File: config.mk
export PLATFORM = sky130hd
export DESIGN_NAME = async_serial_port
export DESIGN_NICKNAME = d
export VERILOG_FILES = /design/src/rtl/async_serial_port.sv
export SDC_FILE = /design/constraint.sdc
export NUM_CORES = 1
export LEC_CHECK = 0
export BUFFER_PORTS_ARGS = -buffer_cell sky130_fd_sc_hd__buf_2
export CAP_MARGIN = 30
export CORE_MARGIN = 10
export CORE_UTILIZATION = 45
export DETAILED_ROUTE_END_ITERATION = 10
export PLACE_DENSITY = 0.65
export SLEW_MARGIN = 20
export SYNTH_ARGS = -nofsm -noshare
export SYNTH_HDL_FRONTEND = slang
export SYNTH_SLANG_ARGS = --single-unit
File: constraint.sdc
create_clock -name clk -period 3 [get_ports clk]
set_input_delay 0.15 -clock clk [delete_from_list [all_inputs] [get_ports clk]]
set_output_delay 0.15 -clock clk [all_outputs]
set_load 0.01 [all_outputs]
File: src/rtl/async_serial_port.sv
module async_serial_port #(
  parameter int CNT_W = 7
) (
  input  logic       clk,
  input  logic       rst_n,
  input  logic [1:0] cfg_clk_mode,
  input  logic [1:0] cfg_len,
  input  logic [1:0] cfg_stop,
  input  logic       cfg_par_en,
  input  logic       cfg_par_even,
  input  logic [7:0] tx_data,
  input  logic       tx_valid,
  output logic       tx_ready,
  output logic [7:0] rx_data,
  output logic       rx_valid,
  output logic       rx_par_err,
  output logic       rx_frm_err,
  input  logic       sin,
  output logic       sout,
  output logic       cfg_bad
);
  typedef enum logic [2:0] {S_IDLE, S_START, S_DATA, S_PAR, S_STOP} st_t;

  logic [CNT_W-1:0] bit_m1, half_m1, stop_m1;
  logic [3:0] nbits;
  logic [7:0] mask;
  logic active;

  always_comb begin
    case (cfg_clk_mode)
      2'b01:   begin bit_m1 = CNT_W'(15); half_m1 = CNT_W'(7);  end
      2'b10:   begin bit_m1 = CNT_W'(31); half_m1 = CNT_W'(15); end
      2'b11:   begin bit_m1 = CNT_W'(63); half_m1 = CNT_W'(31); end
      default: begin bit_m1 = '0;         half_m1 = '0;         end
    endcase
    case (cfg_stop)
      2'b10:   stop_m1 = bit_m1 + half_m1 + CNT_W'(1);
      2'b11:   stop_m1 = (bit_m1 << 1) + CNT_W'(1);
      default: stop_m1 = bit_m1;
    endcase
    case (cfg_len)
      2'b00:   nbits = 4'd5;
      2'b01:   nbits = 4'd7;
      2'b10:   nbits = 4'd6;
      default: nbits = 4'd8;
    endcase
  end

  assign mask    = 8'hFF >> (4'd8 - nbits);
  assign cfg_bad = (cfg_stop == 2'b10) && (cfg_clk_mode == 2'b00);
  assign active  = (cfg_stop != 2'b00) && !cfg_bad;

  // transmitter
  st_t tx_st;
  logic [CNT_W-1:0] tx_cnt;
  logic [2:0] tx_idx;
  logic [7:0] tx_sh;
  logic tx_par;
  logic [7:0] tx_masked;

  assign tx_masked = tx_data & mask;
  assign tx_ready  = (tx_st == S_IDLE) && active;

  always_ff @(posedge clk or negedge rst_n) begin
    if (!rst_n) begin
      tx_st  <= S_IDLE;
      tx_cnt <= '0;
      tx_idx <= '0;
      tx_sh  <= '0;
      tx_par <= 1'b0;
      sout   <= 1'b1;
    end else if (tx_st == S_IDLE) begin
      sout <= 1'b1;
      if (tx_valid && tx_ready) begin
        tx_sh  <= tx_masked;
        tx_par <= cfg_par_even ? ^tx_masked : ~^tx_masked;
        sout   <= 1'b0;
        tx_cnt <= bit_m1;
        tx_st  <= S_START;
      end
    end else if (tx_cnt != '0) begin
      tx_cnt <= tx_cnt - CNT_W'(1);
    end else begin
      case (tx_st)
        S_START: begin
          sout   <= tx_sh[0];
          tx_sh  <= tx_sh >> 1;
          tx_idx <= '0;
          tx_cnt <= bit_m1;
          tx_st  <= S_DATA;
        end
        S_DATA: begin
          if ({1'b0, tx_idx} == nbits - 4'd1) begin
            if (cfg_par_en) begin
              sout   <= tx_par;
              tx_cnt <= bit_m1;
              tx_st  <= S_PAR;
            end else begin
              sout   <= 1'b1;
              tx_cnt <= stop_m1;
              tx_st  <= S_STOP;
            end
          end else begin
            sout   <= tx_sh[0];
            tx_sh  <= tx_sh >> 1;
            tx_idx <= tx_idx + 3'd1;
            tx_cnt <= bit_m1;
          end
        end
        S_PAR: begin
          sout   <= 1'b1;
          tx_cnt <= stop_m1;
          tx_st  <= S_STOP;
        end
        default: tx_st <= S_IDLE;
      endcase
    end
  end

  // receiver
  st_t rx_st;
  logic [CNT_W-1:0] rx_cnt;
  logic [2:0] rx_idx;
  logic [7:0] rx_sh;
  logic rx_pbit, s1, s2;
  logic [7:0] rx_word;
  logic rx_par_exp;

  assign rx_par_exp = cfg_par_even ? ^rx_sh : ~^rx_sh;
  assign rx_word = rx_sh | ((cfg_par_en && nbits != 4'd8) ?
                            (8'({7'd0, rx_pbit}) << nbits) : 8'd0);

  always_ff @(posedge clk or negedge rst_n) begin
    if (!rst_n) begin
      s1 <= 1'b1;
      s2 <= 1'b1;
    end else begin
      s1 <= sin;
      s2 <= s1;
    end
  end

  always_ff @(posedge clk or negedge rst_n) begin
    if (!rst_n) begin
      rx_st      <= S_IDLE;
      rx_cnt     <= '0;
      rx_idx     <= '0;
      rx_sh      <= '0;
      rx_pbit    <= 1'b0;
      rx_data    <= '0;
      rx_valid   <= 1'b0;
      rx_par_err <= 1'b0;
      rx_frm_err <= 1'b0;
    end else begin
      rx_valid <= 1'b0;
      if (rx_st == S_IDLE) begin
        if (active && s2 && !s1) begin
          rx_sh  <= '0;
          rx_idx <= '0;
          if (cfg_clk_mode == 2'b00) begin
            rx_cnt <= '0;
            rx_st  <= S_DATA;
          end else begin
            rx_cnt <= half_m1;
            rx_st  <= S_START;
          end
        end
      end else if (rx_cnt != '0) begin
        rx_cnt <= rx_cnt - CNT_W'(1);
      end else begin
        case (rx_st)
          S_START: begin
            rx_cnt <= bit_m1;
            rx_st  <= s1 ? S_IDLE : S_DATA;
          end
          S_DATA: begin
            rx_sh[rx_idx] <= s1;
            rx_cnt        <= bit_m1;
            if ({1'b0, rx_idx} == nbits - 4'd1)
              rx_st <= cfg_par_en ? S_PAR : S_STOP;
            else
              rx_idx <= rx_idx + 3'd1;
          end
          S_PAR: begin
            rx_pbit <= s1;
            rx_cnt  <= bit_m1;
            rx_st   <= S_STOP;
          end
          default: begin
            rx_data    <= rx_word;
            rx_par_err <= cfg_par_en && (rx_pbit != rx_par_exp);
            rx_frm_err <= !s1;
            rx_valid   <= 1'b1;
            rx_st      <= S_IDLE;
          end
        endcase
      end
    end
  end
endmodule


==> run summary <==
outcome: finished, final reports clean
Final #Nets: 483
crit-path cells: or3b_2 > mux2i_1 > a31oi_1 > o21ai_0 > mux2_2
fin. max-slew vios: 0
vias in the first global route: 3106
worst hold path startpoint: tx_data[1]
Worst path depth: 5
max frequency: 413.9 MHz
initial core utilization: 46.70%
total grt overflow: 0
Crit-path slowest cell: dfrtp_1
Synth top area share: 37.75%
Startpoint Class: flop
CP max stage delay: 0.61 ns
final period utilization: 80.53%
post-synth net total: 447
max-cap check violation count: 0
Starting DRT DRC Count: 233
RSZ-0062 raised after global routing: false
CP Launch Point: rx_idx[0]
crit path to: rx_st[1]
DP HPWL: 6825 um
DRT Pass-1 Iters: 5
Hold Violations, Final: 0
WP data required: 3.22 ns
Skew-Pair Late Insertion Delay: 0.33 ns
largest cells by area after synthesis: dfrtp_1 38%, nand2_1 5.6%, o21ai_0 5.5%
Max clock buf depth: 2
routed vias/inst: 5.744
count leader, synth: dfrtp_1
CTS tree: built
Worst Path Buf+Inv: 0
Syn Inst Count: 419
CTS clock-pin slew for the worst setup and hold paths: 0.07 ns
WL per Instance: 16.65 um
first-pass GRT wire length: 15480 um
root buf cell: clkbuf_8
fin crit period: 2.416 ns
synthesis-to-layout area growth: 13.62%
clk_skew: 0.008674 ns
Yosys cell types: 62
Top-Level Pins: 34
Total Wirelength: 9359 um
Die H: 110.0 um
Crit Reg-Reg Startpoint: rx_idx[0]
largest net degree at the start of global routing: 43
Async SR Flop Fraction: 100.0%
Slew @ Worst Pin: 0.6889 ns
CTS Hold Buffers Added: 2
cts bufs inserted: 9
R2R cell count: 5
Leak: 1.816 nW
critical path endpoint category: flop
total die area: 0.01210 mm^2
Pwr Total: 3.842 mW
number of I/O port buffers: 33
Rows: 32
layout cell share with drive strength beyond 1: 19.35%
post-route setup TNS: 0 ns
CP arrival: 2.63 ns
initial antenna violation count: 0
gpl congestion: 0.8616
Ant. Diodes: 0
DR vias: 3228
Final ANT Viol Nets: 0
Synth Cell Area: 0.003646 mm^2
reg2reg setup slack: 0.58 ns
Num Clock Sinks: 58
Slew HR: 53.59%
htree depth: 3
endpoints failing setup: 0
Post-CTS Setup Bufs: 0
hold crit path type: primary input to flop
drt drc: 0
Max VDD drop: 0.3163 mV
GRT Overall Usage: 16.07%
Primary FF master, synth: dfrtp_1
Die Width: 110.0 um
Crit Path Max Fanout: 16
most frequent cells after synthesis: 55 x dfrtp_1, 54 x nand2_1, 41 x nor2_1, 40 x o21ai_0, 25 x a21oi_1
CP Class: flop to flop
syn avg cell area: 8.702 um^2
Pwr Density: 927.5 mW/mm^2
Core ar.: 0.007807 mm^2
worst r2r dst: rx_st[1]
synthesized flop and latch total: 58
post-synth top area cell: dfrtp_1
EDFF count, synth: 0
Post-CTS Resized: 0
Yosys warning count: 0
sequential element share of the synthesized area: 39.91%
Top Family by Delay on Critical Path: multiplexers
## through the flow
stage	setup WS, ns	util [%]	instances	hold WS (ns)	cell area [um^2]
after global placement	0.4536	50.00	544	0.1024	3904
after global routing	0.4525	53.06	562	0.1721	4143
after CTS	0.5993	53.06	562	0.1507	4143
final	0.5841	53.06	562	0.1653	4143
after detailed placement	0.4114	50.00	544	0.1064	3904
after floorplan	0.6053	-	419	-0.1456	3646
## tightest hold or removal path, delay by kind of cell
kind / cells / cell delay, ns
multiplexers: 1 / 0.13
buffers and inverters: 1 / 0.10
AND/OR/NAND/NOR: 2 / 0.10
## placed cells by master, fill, tap and decap left out, drive strengths merged, types with 3 or more instances in the layout
| master | n |
|---|---|
| or4 | 3 |
| ha | 8 |
| a22o | 4 |
| nor2b | 3 |
| mux2 | 14 |
| clkbuf | 11 |
| inv | 18 |
| a221oi | 3 |
| or3b | 3 |
| nor4 | 3 |
| nor2 | 41 |
| o31ai | 9 |
| a211oi | 4 |
| xnor2 | 17 |
| nand2b | 6 |
| nand3b | 5 |
| buf | 43 |
| dfrtp | 55 |
| nand2 | 54 |
| or3 | 4 |
| a31oi | 9 |
| nor3 | 10 |
| xor2 | 4 |
| o211ai | 4 |
| and3 | 3 |
| a21oi | 25 |
| nand3 | 6 |
| a211o | 3 |
| nor3b | 3 |
| dfstp | 3 |
| o21ai | 41 |
| o21a | 3 |
| nand4 | 3 |
| mux2i | 3 |
## cell families (layout without fill, tap and decap cells)
family	count (synthesis)	after routing	share of synthesized area [%]
AO/OA/AOI/OAI	122	122	21.72
adder cells (fa/ha/maj)	8	8	2.745
XOR/XNOR	21	21	5.044
AND/OR/NAND/NOR	155	155	20.56
multiplexers	17	17	5.148
buffers and inverters	38	79	4.873
flip-flops	58	58	39.91
## cell type report
cell class | instances | area, um^2
clock buffer | 11 | 141.4
fill | 754 | 3665
tap | 102 | 127.6
timing repair buffer | 45 | 260.3
clock inverter | 5 | 77.57
sequential | 58 | 1455
multi-input combinational | 323 | 2013
inverter | 18 | 67.56
## layer usage
metal / global-route usage (%) / part of all wire [%] / vias up
li1: - / - / 1581
met1: 22.04 / 48 / 1551
met2: 24.56 / 46 / 85
met3: 3.192 / 4.6 / 11
met4: 5.855 / 1.2 / 0
met5: 0 / 0 / -
## power by group
| part | switching (mW) | internal, mW | leakage [nW] |
|---|---|---|---|
| clock network | 0.321 | 0.488 | 0.109 |
| registers | 0.348 | 1.08 | 0.705 |
| logic | 0.851 | 0.753 | 1.00 |
| total | 1.52 | 2.32 | 1.82 |
## how the worst min path moves through the flow
stage,end,slack [ns],cells past startpoint
floorplan,rx_cnt[0],-0.15,0
global placement,rx_cnt[2],0.10,1
detailed placement,rx_cnt[1],0.11,1
CTS,tx_sh[2],0.15,4
global route,tx_sh[2],0.17,4
finish,tx_sh[1],0.17,4
## flip-flops by register name, indices dropped and copies added (netlist names)
name / cells
rx_pbit: 1
rx_st: 3
rx_idx: 3
rx_par_err: 1
tx_sh: 8
s1: 1
tx_par: 1
tx_st: 3
rx_data: 8
tx_cnt: 7
rx_frm_err: 1
s2: 1
sout: 1
rx_sh: 8
rx_valid: 1
tx_idx: 3
rx_cnt: 7
Power figures use the tool's default switching activity.
